===== src/rtl/spd_pkg.sv =====
package spd_pkg;
  localparam int unsigned DW        = 8;
  localparam int unsigned AW        = 8;
  localparam int unsigned DEPTH     = 1 << AW;
  localparam int unsigned REG_BITS  = 3;
  localparam int unsigned BANK_BITS = 2;
  localparam int unsigned BPOS_W    = $clog2(DW);

  typedef enum logic [2:0] {
    AM_DIRECT  = 3'd0,
    AM_INDIR   = 3'd1,
    AM_REG     = 3'd2,
    AM_REG_IND = 3'd3,
    AM_BIT     = 3'd4,
    AM_PUSH    = 3'd5,
    AM_POP     = 3'd6,
    AM_NONE    = 3'd7
  } acc_mode_e;
endpackage


===== src/rtl/spd_ram.sv =====
module spd_ram #(
  parameter int unsigned DEPTH = 256,
  parameter int unsigned DW    = 8,
  localparam int unsigned AW   = $clog2(DEPTH)
) (
  input  logic          clk_i,
  input  logic          rst_ni,
  input  logic [AW-1:0] ra_addr_i,
  output logic [DW-1:0] ra_data_o,
  input  logic [AW-1:0] rb_addr_i,
  output logic [DW-1:0] rb_data_o,
  input  logic          we_i,
  input  logic [AW-1:0] waddr_i,
  input  logic [DW-1:0] wdata_i
);
  logic [DW-1:0] mem_q [DEPTH];

  for (genvar i = 0; i < DEPTH; i++) begin : g_byte
    always_ff @(posedge clk_i or negedge rst_ni) begin
      if (!rst_ni)                             mem_q[i] <= '0;
      else if (we_i && waddr_i == AW'(i))      mem_q[i] <= wdata_i;
    end
  end

  assign ra_data_o = mem_q[ra_addr_i];
  assign rb_data_o = mem_q[rb_addr_i];
endmodule


===== src/rtl/spd_sfr.sv =====
module spd_sfr #(
  parameter int unsigned  DW       = 8,
  parameter int unsigned  AW       = 8,
  parameter logic [DW-1:0] SP_RST  = 8'h07,
  parameter logic [AW-1:0] PSW_ADR = 8'hD0,
  parameter logic [AW-1:0] ACC_ADR = 8'hE0,
  parameter logic [AW-1:0] SP_ADR  = 8'h81
) (
  input  logic          clk_i,
  input  logic          rst_ni,
  input  logic [AW-1:0] rd_addr_i,
  output logic [DW-1:0] rd_data_o,
  input  logic          we_i,
  input  logic [DW-1:0] wdata_i,
  input  logic          sp_inc_i,
  input  logic          sp_dec_i,
  output logic [DW-1:0] psw_o,
  output logic [DW-1:0] acc_o,
  output logic [DW-1:0] sp_o
);
  logic [DW-1:0] psw_q, acc_q, sp_q;

  always_comb begin
    unique case (rd_addr_i)
      PSW_ADR: rd_data_o = psw_q;
      ACC_ADR: rd_data_o = acc_q;
      SP_ADR:  rd_data_o = sp_q;
      default: rd_data_o = '0;
    endcase
  end

  always_ff @(posedge clk_i or negedge rst_ni) begin
    if (!rst_ni) begin
      psw_q <= '0;
      acc_q <= '0;
    end else if (we_i) begin
      if (rd_addr_i == PSW_ADR) psw_q <= wdata_i;
      if (rd_addr_i == ACC_ADR) acc_q <= wdata_i;
    end
  end

  // write port shares the read address: an SFR is touched only by the access that selects it
  always_ff @(posedge clk_i or negedge rst_ni) begin
    if (!rst_ni)                            sp_q <= SP_RST;
    else if (we_i && rd_addr_i == SP_ADR)   sp_q <= wdata_i;
    else if (sp_inc_i)                      sp_q <= sp_q + DW'(1);
    else if (sp_dec_i)                      sp_q <= sp_q - DW'(1);
  end

  assign psw_o = psw_q;
  assign acc_o = acc_q;
  assign sp_o  = sp_q;
endmodule


===== src/rtl/spd_resolver.sv =====
module spd_resolver
  import spd_pkg::*;
#(
  parameter logic [AW-1:0] BIT_BASE = 8'h20
) (
  input  acc_mode_e              mode_i,
  input  logic [AW-1:0]          addr_i,
  input  logic [BANK_BITS-1:0]   bank_i,
  input  logic [AW-1:0]          sp_i,
  input  logic [DW-1:0]          ptr_i,
  output logic                   valid_o,
  output logic [AW-1:0]          ea_o,
  output logic                   sfr_o,
  output logic                   bit_op_o,
  output logic [BPOS_W-1:0]      bpos_o,
  output logic                   push_o,
  output logic                   pop_o
);
  localparam int unsigned BYTE_SEL_W = AW - 1 - BPOS_W;

  always_comb begin
    valid_o  = 1'b1;
    ea_o     = addr_i;
    sfr_o    = 1'b0;
    bit_op_o = 1'b0;
    bpos_o   = addr_i[BPOS_W-1:0];
    push_o   = 1'b0;
    pop_o    = 1'b0;
    unique case (mode_i)
      AM_DIRECT:  sfr_o = addr_i[AW-1];
      AM_INDIR:   ea_o  = addr_i;
      AM_REG:     ea_o  = AW'({bank_i, addr_i[REG_BITS-1:0]});
      AM_REG_IND: ea_o  = AW'(ptr_i);
      AM_BIT: begin
        bit_op_o = 1'b1;
        if (addr_i[AW-1]) begin
          sfr_o = 1'b1;
          ea_o  = {addr_i[AW-1:BPOS_W], {BPOS_W{1'b0}}};
        end else begin
          ea_o  = BIT_BASE + AW'(addr_i[AW-2 -: BYTE_SEL_W]);
        end
      end
      AM_PUSH: begin
        push_o = 1'b1;
        ea_o   = sp_i + AW'(1);
      end
      AM_POP: begin
        pop_o = 1'b1;
        ea_o  = sp_i;
      end
      default: valid_o = 1'b0;
    endcase
  end
endmodule


===== src/rtl/scratchpad_sfr_core.sv =====
module scratchpad_sfr_core
  import spd_pkg::*;
#(
  parameter logic [7:0] SP_RST   = 8'h07,
  parameter logic [7:0] PSW_ADR  = 8'hD0,
  parameter logic [7:0] ACC_ADR  = 8'hE0,
  parameter logic [7:0] SP_ADR   = 8'h81,
  parameter logic [7:0] BIT_BASE = 8'h20,
  parameter int unsigned BANK_LSB = 3
) (
  input  logic       clk_i,
  input  logic       rst_ni,
  input  logic       req_i,
  input  logic [2:0] mode_i,
  input  logic       we_i,
  input  logic [7:0] addr_i,
  input  logic [7:0] wdata_i,
  input  logic       wbit_i,
  output logic [7:0] rdata_o,
  output logic       rbit_o,
  output logic [7:0] psw_o,
  output logic [7:0] acc_o,
  output logic [7:0] sp_o
);
  logic [BANK_BITS-1:0] bank;
  logic [AW-1:0]        ptr_idx, ea;
  logic [DW-1:0]        ptr, ram_rd, sfr_rd, old_byte, bit_byte, wr_byte;
  logic                 valid, sfr_sel, bit_op, push_op, pop_op, act, wr_en;
  logic [BPOS_W-1:0]    bpos;
  logic [DW-1:0]        rdata_q;
  logic                 rbit_q;

  assign bank    = psw_o[BANK_LSB +: BANK_BITS];
  assign ptr_idx = AW'({bank, {(REG_BITS-1){1'b0}}, addr_i[0]});

  spd_resolver #(.BIT_BASE(BIT_BASE)) u_res (
    .mode_i  (acc_mode_e'(mode_i)),
    .addr_i  (addr_i),
    .bank_i  (bank),
    .sp_i    (sp_o),
    .ptr_i   (ptr),
    .valid_o (valid),
    .ea_o    (ea),
    .sfr_o   (sfr_sel),
    .bit_op_o(bit_op),
    .bpos_o  (bpos),
    .push_o  (push_op),
    .pop_o   (pop_op)
  );

  assign act      = req_i && valid;
  assign old_byte = sfr_sel ? sfr_rd : ram_rd;
  assign bit_byte = (old_byte & ~(DW'(1) << bpos)) | (DW'(wbit_i) << bpos);
  assign wr_byte  = push_op ? wdata_i : (bit_op ? bit_byte : wdata_i);
  assign wr_en    = act && (push_op || (we_i && !pop_op));

  spd_ram #(.DEPTH(DEPTH), .DW(DW)) u_ram (
    .clk_i    (clk_i),
    .rst_ni   (rst_ni),
    .ra_addr_i(ea),
    .ra_data_o(ram_rd),
    .rb_addr_i(ptr_idx),
    .rb_data_o(ptr),
    .we_i     (wr_en && !sfr_sel),
    .waddr_i  (ea),
    .wdata_i  (wr_byte)
  );

  spd_sfr #(
    .DW(DW), .AW(AW), .SP_RST(SP_RST),
    .PSW_ADR(PSW_ADR), .ACC_ADR(ACC_ADR), .SP_ADR(SP_ADR)
  ) u_sfr (
    .clk_i    (clk_i),
    .rst_ni   (rst_ni),
    .rd_addr_i(ea),
    .rd_data_o(sfr_rd),
    .we_i     (wr_en && sfr_sel),
    .wdata_i  (wr_byte),
    .sp_inc_i (act && push_op),
    .sp_dec_i (act && pop_op),
    .psw_o    (psw_o),
    .acc_o    (acc_o),
    .sp_o     (sp_o)
  );

  always_ff @(posedge clk_i or negedge rst_ni) begin
    if (!rst_ni) begin
      rdata_q <= '0;
      rbit_q  <= 1'b0;
    end else if (act) begin
      rdata_q <= old_byte;
      rbit_q  <= bit_op & old_byte[bpos];
    end
  end

  assign rdata_o = rdata_q;
  assign rbit_o  = rbit_q;
endmodule


===== config.mk =====
export PLATFORM = sky130hd
export DESIGN_NAME = scratchpad_sfr_core
export DESIGN_NICKNAME = d
export VERILOG_FILES = /design/src/rtl/spd_pkg.sv /design/src/rtl/spd_ram.sv /design/src/rtl/spd_sfr.sv /design/src/rtl/spd_resolver.sv /design/src/rtl/scratchpad_sfr_core.sv
export SDC_FILE = /design/constraint.sdc
export NUM_CORES = 2
export LEC_CHECK = 0
export BUFFER_PORTS_ARGS = -buffer_cell sky130_fd_sc_hd__buf_4
export CAP_MARGIN = 0
export CORE_MARGIN = 2
export CORE_UTILIZATION = 65
export DETAILED_ROUTE_END_ITERATION = 10
export GPL_ROUTABILITY_DRIVEN = 0
export PLACE_DENSITY = 0.81
export REMOVE_ABC_BUFFERS = 1
export SYNTH_ARGS = -nofsm -noshare
export SYNTH_HDL_FRONTEND = slang
export SYNTH_SLANG_ARGS = --single-unit

===== constraint.sdc =====
create_clock -name clk_i -period 9.8 [get_ports clk_i]
set_clock_uncertainty 0.05 [all_clocks]
set_input_delay 0.49 -clock clk_i [delete_from_list [all_inputs] [get_ports clk_i]]
set_output_delay 0.49 -clock clk_i [all_outputs]
set_load 0.01 [all_outputs]

=== Yosys cells after proc, flatten, opt, wreduce, memory -nomap -nowiden ===
Cells that the tools add are included.

* Bits in registers: 2081
* Logic and storage cells: 832

* Add/subtract/negate cells: 3
* Magnitude comparators: 3
* Equal/unequal tests: 261
* Shifts and indexed selects: 2
* Mux-type cells: 23
* Bitwise gates (word level): 6
* Reduce and logical (&&, ||, !) cells: 273

{| class="wikitable"
|+ Operators by type and width
! cell !! number
|-
| $eq A8 B8 Y1 const B || 128
|-
| $eq A8 B7 Y1 const B || 64
|-
| $logic_and A1 B1 Y1 || 264
|-
| $eq A8 B6 Y1 const B || 32
|-
| $bmux W8 S8 || 2
|-
| $eq A8 B5 Y1 const B || 16
|-
| $mux W8 || 11
|-
| $eq A8 B4 Y1 const B || 8
|-
| $pmux W8 S5 || 1
|-
| $eq A8 B3 Y1 const B || 4
|-
| $pmux W8 S3 || 1
|-
| $ge A9 B9 Y1 const B || 2
|-
| $eq A8 B2 Y1 const B || 2
|-
| $eq A3 B3 Y1 const B || 3
|-
| $not A5 Y9 || 1
|-
| $not A8 Y9 || 1
|-
| $add A8 B1 Y8 const B || 1
|-
| $and A8 B8 Y8 || 1
|-
| $eq A8 B1 Y1 const B || 1
|-
| $logic_not A8 Y1 || 1
|-
| $not A8 Y8 || 1
|-
| $or A8 B8 Y8 || 1
|-
| $shl A1 B3 Y8 || 1
|-
| $shl A1 B3 Y8 const A || 1
|-
| 15 further kinds || 23
|}

=== Depth between registers and ports, before layout ===
* Depth in word-level cells: 15
* Gate-level depth with buffers: 24
* Depth with buffers taken out: 13

=== Modules after synthesis ===
A second synthesis with hierarchy kept.

* Cells, all modules: 7794
* Area, all modules: 111754.7 µm²

{| class="wikitable"
|+ By module, submodules not included
! module !! instances !! cells each !! area an instance (µm²) !! sequential area each (µm²)
|-
| spd_ram || 1 || 7456 || 108890.7 || 51249.2
|-
| spd_sfr || 1 || 141 || 1435.1 || 604.3
|-
| scratchpad_sfr_core || 1 || 111 || 855.8 || 225.2
|-
| spd_resolver || 1 || 86 || 573.0 || 0.0
|}

=== Worst setup path after synthesis ===
No wires, ideal clock.

* Kind: input -> register
* From: input addr_i[0]
* To: register u_ram.mem_q[1667] (netlist bit)
* Library setup time: 0.134 ns
* Data arrival time: 4.470 ns
* Path slack: 5.147 ns
* Stages: 20
* Path buffers: 9
* Cells stage by stage: buf_4 buf_4 buf_4 o221ai_1 a21oi_1 a31oi_1 buf_2 buf_2 buf_1 mux2i_1 o22ai_1 o41a_1 o41ai_1 a41oi_1 nor2_1 a31o_2 buf_2 clkbuf_1 buf_4 a21oi_1

* Longest elaborated chain between the ends: 14
* Elaborated cells on any way between the ends: 23

{| class="wikitable"
|+ RTL lines
! what !! RTL line !! source
|-
| start, declared || scratchpad_sfr_core.sv:16 || <nowiki>input logic [7:0] addr_i,</nowiki>
|-
| $not A5 Y9 (not written as such) || spd_ram.sv:26 || <nowiki>assign rb_data_o = mem_q[rb_addr_i];</nowiki>
|-
| $bmux W8 S8 || spd_ram.sv:26 ||
|-
| $mux W8 (not written as such) (2 in series) || spd_ram.sv:26 ||
|-
| $pmux W8 S5 || spd_resolver.sv:29 || <nowiki>unique case (mode_i)</nowiki>
|-
| $not A8 Y9 (not written as such) || spd_ram.sv:25 || <nowiki>assign ra_data_o = mem_q[ra_addr_i];</nowiki>
|-
| $bmux W8 S8 || spd_ram.sv:25 ||
|-
| $mux W8 (not written as such) (2 in series) || spd_ram.sv:25 ||
|-
| $mux W8 || scratchpad_sfr_core.sv:52 || <nowiki>assign old_byte = sfr_sel ? sfr_rd : ram_rd;</nowiki>
|-
| $and A8 B8 Y8 || scratchpad_sfr_core.sv:53 || <nowiki>assign bit_byte = (old_byte & ~(DW'(1) << bpos)) | (DW'(wbit_i) << bpos);</nowiki>
|-
| $or A8 B8 Y8 || scratchpad_sfr_core.sv:53 ||
|-
| $mux W8 (2 in series) || scratchpad_sfr_core.sv:54 || <nowiki>assign wr_byte = push_op ? wdata_i : (bit_op ? bit_byte : wdata_i);</nowiki>
|-
| end signal, assigned by index || spd_ram.sv:21 || <nowiki>else if (we_i && waddr_i == AW'(i)) mem_q[i] <= wdata_i;</nowiki>
|-
| end, declared || spd_ram.sv:16 || <nowiki>logic [DW-1:0] mem_q [DEPTH];</nowiki>
|}

Several ways; a longest one is shown, not always the timed one. The select of a mux whose other input is x is not followed.
A chain may end at the register's enable or synchronous reset.

=== Worst setup path in the final report ===
* From: register u_sfr.psw_q[3], in the netlist u_sfr.psw_o[3]
* To: register u_ram.mem_q[1307] (netlist bit)

* Longest elaborated chain between the ends: 14
* Elaborated cells on any way between the ends: 20

{| class="wikitable"
|+ RTL lines
! what !! RTL line !! source
|-
| start, declared || spd_sfr.sv:21 || <nowiki>logic [DW-1:0] psw_q, acc_q, sp_q;</nowiki>
|-
| start signal, assigned || spd_sfr.sv:37 || <nowiki>if (rd_addr_i == PSW_ADR) psw_q <= wdata_i;</nowiki>
|-
| $not A5 Y9 (not written as such) || spd_ram.sv:26 ||
|-
| $bmux W8 S8 || spd_ram.sv:26 ||
|-
| $mux W8 (not written as such) (2 in series) || spd_ram.sv:26 ||
|-
| $pmux W8 S5 || spd_resolver.sv:29 ||
|-
| $not A8 Y9 (not written as such) || spd_ram.sv:25 ||
|-
| $bmux W8 S8 || spd_ram.sv:25 ||
|-
| $mux W8 (not written as such) (2 in series) || spd_ram.sv:25 ||
|-
| $mux W8 || scratchpad_sfr_core.sv:52 ||
|-
| $and A8 B8 Y8 || scratchpad_sfr_core.sv:53 ||
|-
| $or A8 B8 Y8 || scratchpad_sfr_core.sv:53 ||
|-
| $mux W8 (2 in series) || scratchpad_sfr_core.sv:54 ||
|}

Several ways; a longest one is shown, not always the timed one. The select of a mux whose other input is x is not followed.

==> impl_metrics.yaml <==
run_status:
  status: "finished, violations left"
  violations: "max-capacitance violations"
worst_setup_path:
  cp_common_cell: "buf_4"
  critical_path_required_ps: 10440
  cp_cell_sequence: "mux2i_1 -> a22oi_1 -> nand3_2 -> nand2_4 -> nand3_4 -> buf_4 -> buf_4 -> o22ai_1 -> o41a_1 -> o41ai_1 -> a41oi_1 -> nor2_1 -> a31o_4 -> buf_4 -> o21ai_0"
  cp_max_fo: 56
  cpPeakStageDelay_ps: 1260
  cp-start-kind: "flip-flop"
  crit_slowest_cell: "o41ai_1"
  path_buf_inv: 3
  rrSetupSlack_ps: 1100
  end_kind: "flip-flop"
  cp_data_arrival_time_ps: 9330
  critPathTopFamily: "compound AO/OA/AOI/OAI gates"
  path_class: "flip-flop to flip-flop"
yosys:
  synthArstFlopShare_pct: 100
  ys_ff_latch: 2081
  yosys-top-cells-area: "dfrtp_1 56%, o21ai_0 11%, mux2i_1 10%, nand2_1 9.4%, o22ai_1 3.2%"
  ys.warnings.count: 0
  synth_edf_count: 0
  synth_flop_cell: "dfrtp_1"
  synth_area_um2: 92500
  yosys.cell_types.count: 74
  yosysTopAreaCell: "dfrtp_1"
  netlist_instances: 9374
  avgSynthCellArea_um2: 9.87
  synth_top_area_share_pct: 56.2
  ys_seq_area_share_pct: 56.3
global_routing:
  grt_overflow: 0
  antenna_found_initial: 19
  grt_max_degree: 196
  grt_pass1_vias: 72800
  grt_pass1_wl_um: 439000
  grtUsageTotal_pct: 39.5
routing:
  post_drt_wl_per_cell_um: 25.9
  drtAntennaViolNets: 0
  routed-wl-met3_um: 35600
  drtIter0Drc: 9296
  wirelength_um: 287000
  via_per_inst: 6.71
  topRoutingLayerUsed: "met5"
  vias: 74300
  drt-met1-wl_um: 106000
  drc: 0
  firstDrtPassIters: 6
  dr_wl_met2_um: 125000
layout:
  fillers: 9758
  nets: 9031
  fin_area_um2: 101000
  layout_common_cells: "2312 x nand2_1, 2078 x dfrtp_1, 1954 x o21ai_0, 946 x mux2i_1, 468 x o22ai_1"
  drive_gt1_share_pct: 7.68
  synthToLayoutAreaGrowth_pct: 9.08
  mostFrequentLayoutCell: "nand2_1"
  final_util_pct: 71.3
  layout.cells.non_filler: 11100
cts:
  clock_sinks: 2081
  clock_path_buffers: 3
  cts_tree: "yes"
  post_cts_resize_count: 0
  insertion_delay_ps: 860
  cts_setup_buffers: 0
  cts_hold_buf: 1
  cts_buffers: 200
  cts-root-buf: "clkbuf_16"
  path_clk_slew_ps: 60
  h-tree-depth: 4
timing:
  fin_ws_ps: 1100
  maxSlewViolCount: 0
  hold_ws_ps: 106
  layout_min_cycle_time_ps: 8700
  fin_setup_tns_ps: 0
  slew_headroom_pct: 0.243
  rsz0062_at_grt: "no"
  min_period_over_period_pct: 88.7
  setup_viol: 0
  hold_viol_final: 0
  timing.fmax_mhz: 115
  worstMarginPinSlew_ps: 1480
floorplanning:
  initial_core_util_pct: 65.4
  die_w_um: 381
  die_h_um: 381
  core_um2: 141000
  row_count: 138
  die_area_um2: 145000
  io_pins: 57
place:
  portBuffers: 56
  dp_slack_ps: 1650
  place_inst: 10700
  placed_cell_area_um2: 93900
  dp_hpwl_um: 173000
pwr:
  ir_worst_vdd_v: 0.000202
  cellPowerDensity_nw_per_um2: 206
  cellLeakagePower_nw: 45.6
  total_power_mw: 20.8
run:
  drv_cap: 1
worst_hold_path:
  hold_path_class: "input pin to flip-flop"
==> area by class of cell <==
cell class / count / area, um^2 / area share [%]
multi-input cells: 6493 / 37400 / 37.1
well taps: 1890 / 2360 / 2.34
clock buffers: 309 / 6100 / 6.05
diodes: 10 / 25.0 / 0.0248
repair buffers: 221 / 1970 / 1.95
inverters: 8 / 30.0 / 0.0298
clock inverters: 63 / 891 / 0.883
flip-flops and latches: 2081 / 52100 / 51.6
==> worst reg2reg max path: stages (launching register included) <==
cell,delay [ps]
dfrtp_1,1070
mux2i_1,340
a22oi_1,150
nand3_2,600
nand2_4,740
nand3_4,810
buf_4,430
buf_4,320
o22ai_1,150
o41a_1,480
o41ai_1,1260
a41oi_1,410
nor2_1,280
a31o_4,570
buf_4,600
o21ai_0,280
==> flip-flops by register name (all words and copies together) (netlist names) <==
| name | cells |
|---|---|
| u_ram.mem_q | 2048 |
| rdata_o | 8 |
| u_sfr.acc_o | 8 |
| u_sfr.psw_o | 8 |
| u_sfr.sp_o | 8 |
| rbit_o | 1 |
==> Yosys cell counts, types with 10 or more instances <==
cell type  number
a211oi_1       51
a21oi_1        67
a22oi_1        10
a311oi_1       48
a31oi_1        28
and3_1         59
buf_1          22
buf_2         117
buf_4          38
buf_6          24
clkbuf_1      591
dfrtp_1      2078
mux2_2         76
mux2i_1       946
nand2_1      2318
nand3_1        34
nor2_1        124
nor2b_1        13
nor3_1         23
o21ai_0      1954
o22ai_1       468
o41a_1         70
o41ai_1        69
==> worst paths after layout <==
path	start	to	depth (start not counted)
worst max register to register	u_sfr.psw_o[3]	u_ram.mem_q[1307]	15
worst min register to register	u_ram.mem_q[1660]	u_ram.mem_q[1660]	2
min in group asynchronous	rst_ni	u_ram.mem_q[1124]	2
worst max-delay path	u_sfr.psw_o[3]	u_ram.mem_q[1307]	15
worst min-delay path	req_i	u_sfr.sp_o[6]	4
max in group asynchronous	rst_ni	u_ram.mem_q[986]	4
==> where the power goes <==
group | internal (mW) | leakage [nW] | switching, mW | total, mW
Sequential | 9.01 | 28.9 | 0.305 | 9.31
Clock | 4.74 | 3.46 | 3.40 | 8.14
Combinational | 1.06 | 13.2 | 2.32 | 3.37
Total | 14.8 | 45.6 | 6.03 | 20.8
==> routing by layer <==
metal	track usage [%]	vias to the layer above
li1	-	32200
met5	0	-
met2	57.8	4415
met1	50.6	36600
met4	24.0	28
met3	14.1	1166
==> cell families after synthesis <==
family                   count (synthesis)  synth area share, %
adder cells (fa/ha/maj)                  2               0.0271
flip-flops                            2081                 56.3
AO/OA/AOI/OAI                         2827                 17.4
AND/OR/NAND/NOR                       2624                 11.1
buffers and inverters                  800                 3.75
multiplexers                          1031                 11.4
XOR/XNOR                                 9               0.0852
(Power assumes the default switching activity.)
